[src/rtl/pbus_pkg.sv]
package pbus_pkg;

    localparam int BUS_W = 16;

    typedef enum logic [2:0] {
        PH_IDLE   = 3'd0,
        PH_SETUP  = 3'd1,
        PH_ACTIVE = 3'd2,
        PH_HOLD   = 3'd3,
        PH_GAP    = 3'd4
    } phase_e;

    typedef enum logic {
        STY_WSTRB = 1'b0,
        STY_ENSTRB = 1'b1
    } style_e;

    typedef enum logic [1:0] {
        WD_8  = 2'd0,
        WD_9  = 2'd1,
        WD_16 = 2'd2
    } width_e;

    typedef enum logic [1:0] {
        TS_SETUP = 2'd0,
        TS_PULSE = 2'd1,
        TS_HOLD  = 2'd2
    } tsel_e;

    typedef struct packed {
        logic   ok;
        style_e style;
        width_e width;
    } mode_t;

    typedef struct packed {
        logic [BUS_W-1:0] data;
        logic             dc;
        logic             last;
    } word_t;

    function automatic mode_t decode_mode(input logic [3:0] code);
        mode_t m;
        m.ok    = 1'b1;
        m.style = STY_WSTRB;
        m.width = WD_16;
        case (code)
            4'h3: begin m.style = STY_ENSTRB; m.width = WD_16; end
            4'h4: begin m.style = STY_ENSTRB; m.width = WD_9;  end
            4'h5: begin m.style = STY_ENSTRB; m.width = WD_8;  end
            4'h6: begin m.style = STY_WSTRB;  m.width = WD_16; end
            4'h7: begin m.style = STY_WSTRB;  m.width = WD_9;  end
            4'h8: begin m.style = STY_WSTRB;  m.width = WD_8;  end
            default: m.ok = 1'b0;
        endcase
        return m;
    endfunction

    function automatic logic lane_used(input int lane, input width_e w);
        return (lane < 8) || (lane == 8 && w != WD_8) || (w == WD_16);
    endfunction

endpackage

[src/rtl/pbus_phase_timer.sv]
module pbus_phase_timer #(
    parameter int TW = 4
) (
    input  logic          clk,
    input  logic          rst,
    input  logic          load,
    input  logic [TW-1:0] load_val,
    output logic          done
);
    logic [TW-1:0] cnt;

    always_ff @(posedge clk) begin
        if (rst) begin
            cnt <= '0;
        end else if (load) begin
            cnt <= load_val;
        end else if (cnt != '0) begin
            cnt <= cnt - 1'b1;
        end
    end

    assign done = (cnt == '0);
endmodule

[src/rtl/pbus_seq.sv]
module pbus_seq
    import pbus_pkg::*;
(
    input  logic   clk,
    input  logic   rst,
    input  logic   in_valid,
    input  logic   mode_ok,
    input  logic   last_q,
    input  logic   tmr_done,
    output phase_e phase,
    output logic   in_ready,
    output logic   accept,
    output logic   tmr_load,
    output tsel_e  tsel
);
    phase_e nxt;

    assign in_ready = mode_ok && (phase == PH_IDLE || phase == PH_GAP);
    assign accept   = in_valid && in_ready;

    always_comb begin
        nxt      = phase;
        tmr_load = 1'b0;
        tsel     = TS_SETUP;
        case (phase)
            PH_IDLE, PH_GAP: begin
                if (accept) begin
                    nxt      = PH_SETUP;
                    tmr_load = 1'b1;
                    tsel     = TS_SETUP;
                end
            end
            PH_SETUP: begin
                if (tmr_done) begin
                    nxt      = PH_ACTIVE;
                    tmr_load = 1'b1;
                    tsel     = TS_PULSE;
                end
            end
            PH_ACTIVE: begin
                if (tmr_done) begin
                    nxt      = PH_HOLD;
                    tmr_load = 1'b1;
                    tsel     = TS_HOLD;
                end
            end
            PH_HOLD: begin
                if (tmr_done) begin
                    nxt = last_q ? PH_IDLE : PH_GAP;
                end
            end
            default: nxt = PH_IDLE;
        endcase
    end

    always_ff @(posedge clk) begin
        if (rst) phase <= PH_IDLE;
        else     phase <= nxt;
    end
endmodule

[src/rtl/pbus_pin_drive.sv]
module pbus_pin_drive
    import pbus_pkg::*;
(
    input  phase_e           phase,
    input  style_e           style,
    input  width_e           width,
    input  word_t            word_q,
    output logic             bus_cs_n,
    output logic             bus_dc,
    output logic             bus_ctl_a,
    output logic             bus_ctl_b,
    output logic [BUS_W-1:0] bus_data
);
    logic strobe_on;

    assign strobe_on = (phase == PH_ACTIVE);
    assign bus_cs_n  = (phase == PH_IDLE);
    assign bus_dc    = word_q.dc;
    // write-strobe bus: ctl_a = active-low write, ctl_b = idle read line
    // enable-strobe bus: ctl_a = read/write select, ctl_b = enable
    assign bus_ctl_a = (style == STY_WSTRB) ? !strobe_on : bus_cs_n;
    assign bus_ctl_b = (style == STY_WSTRB) ? 1'b1       : strobe_on;

    for (genvar i = 0; i < BUS_W; i++) begin : g_lane
        assign bus_data[i] = word_q.data[i] & lane_used(i, width);
    end
endmodule

[src/rtl/pbus_wr_engine.sv]
module pbus_wr_engine
    import pbus_pkg::*;
#(
    parameter int TW = 4
) (
    input  logic             clk,
    input  logic             rst,
    input  logic [3:0]       cfg_mode,
    input  logic [TW-1:0]    cfg_setup,
    input  logic [TW-1:0]    cfg_pulse,
    input  logic [TW-1:0]    cfg_hold,
    input  logic             in_valid,
    output logic             in_ready,
    input  logic             in_cmd,
    input  logic             in_last,
    input  logic [BUS_W-1:0] in_word,
    output logic             bus_cs_n,
    output logic             bus_dc,
    output logic             bus_ctl_a,
    output logic             bus_ctl_b,
    output logic [BUS_W-1:0] bus_data
);
    mode_t         mode_now;
    phase_e        phase;
    style_e        style_q;
    width_e        width_q;
    word_t         word_q;
    logic          accept;
    logic          tmr_load;
    logic          tmr_done;
    tsel_e         tsel;
    logic [TW-1:0] tmr_val;

    assign mode_now = decode_mode(cfg_mode);

    always_comb begin
        case (tsel)
            TS_PULSE: tmr_val = cfg_pulse;
            TS_HOLD:  tmr_val = cfg_hold;
            default:  tmr_val = cfg_setup;
        endcase
    end

    always_ff @(posedge clk) begin
        if (rst) begin
            style_q     <= STY_WSTRB;
            width_q     <= WD_16;
            word_q.data <= '0;
            word_q.dc   <= 1'b1;
            word_q.last <= 1'b0;
        end else if (accept) begin
            style_q     <= mode_now.style;
            width_q     <= mode_now.width;
            word_q.data <= in_word;
            word_q.dc   <= !in_cmd;
            word_q.last <= in_last;
        end
    end

    pbus_seq u_seq (
        .clk      (clk),
        .rst      (rst),
        .in_valid (in_valid),
        .mode_ok  (mode_now.ok),
        .last_q   (word_q.last),
        .tmr_done (tmr_done),
        .phase    (phase),
        .in_ready (in_ready),
        .accept   (accept),
        .tmr_load (tmr_load),
        .tsel     (tsel)
    );

    pbus_phase_timer #(.TW(TW)) u_tmr (
        .clk      (clk),
        .rst      (rst),
        .load     (tmr_load),
        .load_val (tmr_val),
        .done     (tmr_done)
    );

    pbus_pin_drive u_pins (
        .phase     (phase),
        .style     (style_q),
        .width     (width_q),
        .word_q    (word_q),
        .bus_cs_n  (bus_cs_n),
        .bus_dc    (bus_dc),
        .bus_ctl_a (bus_ctl_a),
        .bus_ctl_b (bus_ctl_b),
        .bus_data  (bus_data)
    );
endmodule

[config.mk]
export PLATFORM = sky130hd
export DESIGN_NAME = pbus_wr_engine
export DESIGN_NICKNAME = d
export VERILOG_FILES = /design/src/rtl/pbus_pkg.sv /design/src/rtl/pbus_phase_timer.sv /design/src/rtl/pbus_seq.sv /design/src/rtl/pbus_pin_drive.sv /design/src/rtl/pbus_wr_engine.sv
export SDC_FILE = /design/constraint.sdc
export NUM_CORES = 1
export LEC_CHECK = 0
export ABC_AREA = 1
export BUFFER_PORTS_ARGS = -buffer_cell sky130_fd_sc_hd__buf_2
export CORE_MARGIN = 4
export CORE_UTILIZATION = 52
export DETAILED_ROUTE_END_ITERATION = 8
export PLACE_DENSITY = 0.89
export SETUP_SLACK_MARGIN = 0.4
export SLEW_MARGIN = 5
export SYNTH_ARGS = -nofsm -noshare
export SYNTH_HDL_FRONTEND = slang
export SYNTH_SLANG_ARGS = --single-unit
[constraint.sdc]
create_clock -name clk -period 2.6 [get_ports clk]
set_input_delay 0.26 -clock clk [delete_from_list [all_inputs] [get_ports clk]]
set_output_delay 0.26 -clock clk [all_outputs]
set_load 0.02 [all_outputs]
=== Yosys cells after proc, flatten, opt, wreduce, memory -nomap -nowiden ===
Index checks and enable logic that the tools add are counted.

* Memory bits (writable): 0
* Bits in registers: 28
* Memories kept: 0
* Bits in latches: 0
* ROM bits: 0
* Output and inout port bits: 21

* Equality and inequality tests: 17
* $lt $le $gt $ge: 0
* $mul: 0
* Div/mod/pow operators: 0
* Reduce and logical (&&, ||, !) cells: 15
* Muxes and demuxes: 19
* Add/subtract/negate cells: 1
* Shift-type cells: 0
* Bitwise gates (word level): 8

{| class="wikitable"
|+ Operators by type and width
! cell !! count
|-
| $eq A4 B3 Y1 const B || 4
|-
| $mux W3 || 5
|-
| $pmux W3 S5 || 1
|-
| $pmux W3 S4 || 1
|-
| $and A1 B1 Y1 || 8
|-
| $mux W4 || 2
|-
| $ne A2 B2 Y1 const B || 4
|-
| $pmux W4 S2 || 1
|-
| $eq A3 B2 Y1 const B || 2
|-
| $mux W1 || 6
|-
| $reduce_or A6 Y1 || 1
|-
| $eq A2 B2 Y1 const B || 2
|-
| $eq A4 B2 Y1 const B || 1
|-
| $eq A4 B4 Y1 const B || 1
|-
| $logic_not A4 Y1 || 1
|-
| $pmux W2 S2 || 1
|-
| $reduce_and A4 Y1 || 1
|-
| $reduce_bool A2 Y1 || 2
|-
| $reduce_bool A4 Y1 || 1
|-
| $reduce_or A2 Y1 || 2
|-
| $sub A4 B1 Y4 const B || 1
|-
| $eq A3 B1 Y1 const B || 1
|-
| $eq A3 B3 Y1 const B || 1
|-
| $logic_not A3 Y1 || 1
|-
| 6 further kinds || 9
|}

=== Longest topological paths before layout ===
Gate-level depths: netlist of the first run.

* Word-level depth: 8
* Mapped depth: 12

=== Cells and area by module ===
A second synthesis of the first run with hierarchy kept.

* Cell total of the unflattened synthesis: 246
* Area, all modules: 1547.7 um^2

{| class="wikitable"
|+ Modules (own cells, without submodules)
! module !! area each (um^2) !! times used !! seq. area each (um^2) !! cells an instance
|-
| pbus_wr_engine || 912.1 || 1 || 420.4 || 132
|-
| pbus_phase_timer || 247.7 || 1 || 80.1 || 40
|-
| pbus_seq || 212.7 || 1 || 60.1 || 39
|-
| pbus_pin_drive || 175.2 || 1 || 0.0 || 35
|}

=== Worst setup path after synthesis of the first run ===
OpenSTA, ideal clock, no wires.

* Path kind: register to register
* From: reg u_tmr.cnt[0]
* To: reg u_tmr.cnt[1]
* Data required time: 2456 ps
* Path slack: 814 ps
* Arrival time: 1642 ps
* Stages on the path, launching flop included: 13
* Cell sequence: dfxtp_1 -> inv_1 -> ha_1 -> nand3_2 -> nor2_1 -> inv_1 -> ha_1 -> buf_1 -> a21oi_1 -> a21oi_1 -> nand2_1 -> nand2_1 -> a21oi_1

* Cells in the longest elaborated chain, start to end: 6

{| class="wikitable"
|+ RTL lines
! element !! RTL line !! RTL
|-
| start: declaration || pbus_phase_timer.sv:10 || <nowiki>logic [TW-1:0] cnt;</nowiki>
|-
| start signal: assignment || pbus_phase_timer.sv:16 || <nowiki>cnt <= load_val;</nowiki>
|-
| start signal: assignment || pbus_phase_timer.sv:18 || <nowiki>cnt <= cnt - 1'b1;</nowiki>
|-
| $logic_not A4 Y1 || pbus_phase_timer.sv:22 || <nowiki>assign done = (cnt == '0);</nowiki>
|-
| $mux W1 / $mux W2 (equally long branches) || pbus_seq.sv:34, pbus_seq.sv:41 ||
|-
| $pmux W2 S2 || pbus_seq.sv:25 || <nowiki>case (phase)</nowiki>
|-
| $eq A2 B2 Y1 / $eq A2 B1 Y1 (equally long branches) || pbus_wr_engine.sv:37 || <nowiki>case (tsel)</nowiki>
|-
| $pmux W4 S2 || pbus_wr_engine.sv:37 ||
|-
| $mux W4 || pbus_phase_timer.sv:15 || <nowiki>end else if (load) begin</nowiki>
|}

Parallel ways exist; a longest one is shown, timed or not. The select of a mux whose other input is x is not followed.
A chain may end at the register's enable or synchronous reset.

=== Worst setup path in the final report of the first run ===
Ends and elaborated chain as after synthesis.

==> results of run 1 <==
==> kinds of logic after synthesis <==
family	count (synthesis)	synth area share, %
DFF	28	35.9
AOI/OAI and AO/OA	51	19.0
xor gates and xnor gates	3	1.68
buffers and inverters	46	14.8
adders and majority gates	4	3.20
and+or+nand+nor	85	25.5
==> cells in the mapped netlist <==
cell       number
o2111ai_1       1
o31ai_1         1
nor2_1         17
dfxtp_1        28
buf_6           2
nand2_2        10
nor2_2          2
clkinv_2        1
or2_2           2
buf_4           8
o21ai_1         3
ha_1            4
nand3_1        10
a21oi_2         9
nand4_1         1
inv_2           4
inv_1          25
buf_8           1
buf_1           1
nand2_4         1
nand3_2         3
xor2_1          3
clkbuf_1        3
nand2_1        38
and2_1          1
a21oi_1        25
o22ai_1         1
buf_2           1
o21ai_0        11
==> layout by cell type (no fill, tap or decap), types with 2 or more instances in the layout <==
cell type,count
a21oi_1,25
a21oi_2,9
nand3_2,3
buf_2,57
nand3_1,10
or2_2,2
nand2_2,10
dfxtp_1,28
nand2_1,38
inv_2,4
o21ai_0,11
ha_1,4
o21ai_1,3
xor2_1,3
inv_1,25
clkbuf_4,3
nor2_2,2
nor2_1,17
==> layer usage <==
metal	global-route usage [%]	share of wire [%]
met1	19.4	43
met2	30.9	51
met3	4.14	6.3
met4	2.48	0.35
met5	0	0
==> power groups by stage <==
stage | combinational [W] | clock [W] | sequential (W)
after floorplan | 0.000603 | 0 | 0.000559
after global placement | 0.000727 | 0 | 0.000564
after detailed placement | 0.000743 | 0 | 0.000567
after CTS | 0.000747 | 0.000293 | 0.000557
after global routing | 0.000834 | 0.000306 | 0.000567
final | 0.000738 | 0.000286 | 0.000557
==> sequential cells by signal (all words and copies together), names as in the netlist <==
register,cells
word_q,18
u_tmr.cnt,4
u_seq.phase,3
width_q,2
style_q,1
==> through the flow <==
| step | hold slack [ps] | cell area (sq um) | total power [W] |
|---|---|---|---|
| 6_report | 84.1 | 1830 | 0.00158 |
| 4_1_cts | 76.7 | 1830 | 0.00160 |
| 5_1_grt | 67.7 | 1830 | 0.00171 |
| 3_5_place_dp | 448 | 1780 | 0.00131 |
| 2_1_floorplan | 357 | 1560 | 0.00116 |
| 3_3_place_gp | 439 | 1780 | 0.00129 |
==> area by class of cell <==
type | instances | area [sq um]
Sequential cell | 28 | 561
Inverter | 30 | 114
Fill cell | 259 | 976
Clock buffer | 3 | 22.5
Timing Repair Buffer | 58 | 293
Multi-Input combinational cell | 143 | 771
Clock inverter | 1 | 30.0
Tap cell | 31 | 38.8
==> critical path: cells and delay by family, from the launching register on <==
| kind | cells | cell delay [ps] |
|---|---|---|
| flip-flops | 1 | 350 |
| AND/OR/NAND/NOR | 4 | 440 |
| AO/OA/AOI/OAI | 3 | 230 |
| buffers and inverters | 2 | 150 |
| adder cells (fa/ha/maj) | 2 | 560 |
==> path summary, 6_finish.rpt <==
kind / startpoint / slack, ps / end / depth (start not counted)
worst max-delay path: u_tmr.cnt[0] / 770 / u_tmr.cnt[1] / 11
worst min-delay path: in_cmd / 80 / word_q[1] / 2
worst max register to register: u_tmr.cnt[0] / 770 / u_tmr.cnt[1] / 11
worst min register to register: word_q[14] / 470 / word_q[14] / 2
==> flow_summary.toml, run 1 <==
[power_and_ir_drop]
switching_share_pct = 40.7
peakVddDrop_uv = 484
cellPowerDensity_nw_per_um2 = 864
power.internal_w = 0.000938
pwr-share-seq_pct = 35.2
switchingPower_w = 0.000644
p_comb_share_pct = 46.7
power_leakage_nw = 0.851
clock_power_share_pct = 18.1

[setup_path]
cp_common_cell = "a21oi_1"
arrival_ps = 2060
worst_path_largest_cell_delay_ps = 400
worst_setup_path_end_kind = "register"
cp.required_ps = 2830
path_max_fanout = 8
critical-path-slowest-cell = "ha_1"
critPathKind = "reg2reg"
startpoint_type = "register"
path_cells = "inv_1 > ha_1 > nand3_2 > nor2_1 > inv_1 > ha_1 > a21oi_1 > a21oi_1 > nand2_1 > nand2_1 > a21oi_1"

[floorplan]
dieArea_sq_um = 3950
row_count = 19
initial_core_util_pct = 55.7
die_h_um = 62.8
core-area_sq_um = 2810
ios = 58
die_x_um = 62.8

[synthesis]
yosys.area.top_type_share_pct = 35.9
ys_seq_area_share_pct = 35.9
netlist_instances = 217
syn_area_sq_um = 1560
yosysWarnings = 0
synth_fp_nets = 258
synth_area_leaders = "dfxtp_1, nand2_1, a21oi_1, inv_1, a21oi_2"
avgSynthCellArea_sq_um = 7.20
synth_cell_type_count = 29
yosys.area.top_type = "dfxtp_1"
synth-seq-cells = 28

[place]
numPortBuffers = 57
placed_cells = 290
gp_congestion = 0.796
place_hpwl_um = 2540
pre_cts_slack_ps = 756

[clock_network]
clkSlewWorstSetupHoldPaths_ps = 150
cts_resized = 0
cts-buffers-inserted = 3
clk-insertion-delay-late_ps = 330
cts-root-buf = "clkbuf_4"
cts_htree_levels = 1
cts_hold_buf = 0
cts_tree = "yes"
clock_path_buffers = 2
clock-sinks = 28
postCtsSetupBuffers = 0

[sta]
slew_viol_final = 0
slew_headroom_pct = 68.1
fin_skew_ps = 1.16
rsz0062_at_grt = "false"
finalSetupTns_ps = 0
hold_viol = 0
period_share_pct = 70.5
worstMarginPinSlew_ps = 478
final.setup.worst_slack_ps = 766
fmax_mhz = 545
setup_viol = 0
fin_crit_ps = 1830

[layout]
final_core_util_pct = 65.2
area_growth_pct = 17.1
diodes = 0
layout-drive-gt1-share_pct = 35.7
finalNonFillerCells = 294
nets = 305

[run_status]
outcome = "completed"

[routing]
drtIter0Drc = 63
wl_per_cell_um = 10.8
ant_nets = 0
firstDrtPassIters = 4
remaining_drc_errors = 0
viasPerCell = 4.93
wl_um = 3180
vias = 1450

[flow_run]
maxCapViolCount = 0

[global_route]
antenna_found_initial = 0
grt_use_total_pct = 16.6
grt_pass1_vias = 1328
overflow = 0
grt_max_degree = 22
grt_pass1_wl_um = 5500

[min_path]
hold_class = "in2reg"
Power figures use the tool's default switching activity.
==> run 2, diff against run 1 <==
--- a/config.mk
+++ b/config.mk
@@ -8,9 +8,9 @@
 export ABC_AREA = 1
 export BUFFER_PORTS_ARGS = -buffer_cell sky130_fd_sc_hd__buf_2
 export CORE_MARGIN = 4
-export CORE_UTILIZATION = 52
+export CORE_UTILIZATION = 44
 export DETAILED_ROUTE_END_ITERATION = 8
-export PLACE_DENSITY = 0.89
+export PLACE_DENSITY = 0.8
 export SETUP_SLACK_MARGIN = 0.4
 export SLEW_MARGIN = 5
 export SYNTH_ARGS = -nofsm -noshare
==> constraint.sdc (replaced) <==
create_clock -name clk -period 1.6 [get_ports clk]
set_input_delay 0.16 -clock clk [delete_from_list [all_inputs] [get_ports clk]]
set_output_delay 0.16 -clock clk [all_outputs]
set_load 0.02 [all_outputs]
==> run 2 against run 1 <==
  * The flow now finishes with violations (setup timing)
  * Setup slack worse by 850 ps
  * Largest cell class unchanged
  * Largest power group unchanged
  * Die area up 16%
  * Total power rose to 2.7 times the previous value
  * Global-route usage up 6.1 points
  * Critical endpoint is now u_tmr.cnt[3]
  * Routed wire length up 100%
  * Non-clock buffer count up 39
==> flow_summary.toml, run 2 (same netlist as run 1, synthesis figures left out) <==
[floorplan]
die_x_um = 67.6
initial_core_util_pct = 46.1
core-area_sq_um = 3390
die_h_um = 67.6
row_count = 21
dieArea_sq_um = 4570
ios = 58

[setup_path]
critPathKind = "reg2reg"
cp.buffers_inverters = 2
worst_path_largest_cell_delay_ps = 370
arrival_ps = 1940
path_cells = "inv_2 > ha_4 > nand3_4 > nor2_4 > inv_2 > ha_4 > a21oi_1 > a21oi_1 > nand2_1 > o21ai_1 > nor2_1"
startpoint_type = "register"
critical-path-slowest-cell = "dfxtp_2"
critPathTopFamily = "adder cells"
cp.required_ps = 1860
worst_setup_path_end_kind = "register"
path_max_fanout = 8

[layout]
finalNonFillerCells = 349
layout-drive-gt1-share_pct = 67.7
regMostFlops = "word_q"
final_core_util_pct = 84.6
reg_top3 = "word_q: 18 flops, u_tmr.cnt: 4 flops, u_seq.phase: 3 flops"
nets = 345
layout_commonest_cell = "buf_2"
mostFrequentLayoutCells = "buf_2, buf_6, nand2_1"
diodes = 0
largest_reg_flops = 18
area_growth_pct = 83.4

[sta]
fin_crit_ps = 1680
setup_viol = 2
slew_headroom_pct = 41.2
rsz0062_at_grt = "true"
hold_viol = 0
fmax_mhz = 594
worstMarginPinSlew_ps = 882
fin_skew_ps = 5.43
finalSetupTns_ps = -109
period_share_pct = 105
final.setup.worst_slack_ps = -83.2
slew_viol_final = 0

[global_route]
grt_pass1_vias = 1746
overflow = 0
grt_pass1_wl_um = 7830
antenna_found_initial = 0
grt_use_total_pct = 22.7
grt_max_degree = 17

[clock_network]
cts-root-buf = "clkbuf_4"
clock-sinks = 28
clkSlewWorstSetupHoldPaths_ps = 170
cts_tree = "yes"
clk-insertion-delay-late_ps = 340
clock_path_buffers = 2
cts-buffers-inserted = 3
cts_htree_levels = 1

[power_and_ir_drop]
power_w = 0.00430
cellPowerDensity_nw_per_um2 = 1500
power_leakage_nw = 1.23
peakVddDrop_uv = 783

[place]
pre_cts_slack_ps = -27.3
numPortBuffers = 57
gp_congestion = 0.838
placed_cells = 315
place_hpwl_um = 2660

[routing]
firstDrtPassIters = 4
vias = 1879
viasPerCell = 5.38
wl_um = 6390
ant_nets = 0
wl_per_cell_um = 18.3
drtIter0Drc = 140
remaining_drc_errors = 0

[run_status]
violations = "setup timing"
outcome = "finished, violations left"

[flow_run]
maxCapViolCount = 0

[min_path]
hold_class = "in2reg"
run 2: layer usage:
layer | GRT usage (%) | share of wire (%)
met5 | 0 | 0
met4 | 8.35 | 3.7
met3 | 4.66 | 5.5
met2 | 41.2 | 52
met1 | 25.7 | 39
run 2: worst paths after layout:
path / slack, ps / from / cells after the start / end
min: 30 / in_word[6] / 3 / word_q[8]
min reg2reg: 490 / word_q[2] / 2 / word_q[2]
max: -80 / u_tmr.cnt[1] / 11 / u_tmr.cnt[3]
max reg2reg: -80 / u_tmr.cnt[1] / 11 / u_tmr.cnt[3]
run 2: timing repair:
action | 4_1_cts | 5_1_grt
hold buffers | 1 | 0
endpoints found under the setup margin | 40 | 40
setup buffers | 12 | 12
cloned | 5 | 0
gates resized for setup | 104 | 68
endpoints found under the hold margin | 1 | 0
pin swaps | 26 | 19
run 2: tightest hold or removal path, delay by kind of cell:
family          cells  cell delay, ps
buf+inv             1             100
simple gates        1              60
compound gates      1              40
run 2: power by group:
group          internal (W)  switching (W)  total, W  leakage (nW)
Combinational       0.00132        0.00149   0.00281         0.972
Clock              0.000254       0.000235  0.000488        0.0279
Sequential         0.000852       0.000141  0.000994         0.233
run 2: cell type report:
type	instances	area, sq um
timing repair buffer	97	830
tap	46	57.6
fill	187	523
clock buffer	3	22.5
inverter	30	133
clock inverter	1	30.0
multi-input combinational	143	1200
sequential	28	579
timing repair inverter	1	16.3
run 2: metrics by stage:
step | instance area (sq um) | hold slack (ps)
after floorplan | 1590 | 257
after global placement | 1890 | 346
after detailed placement | 1890 | 350
after CTS | 2470 | 30.2
after global routing | 2870 | 17.5
final | 2870 | 30.0
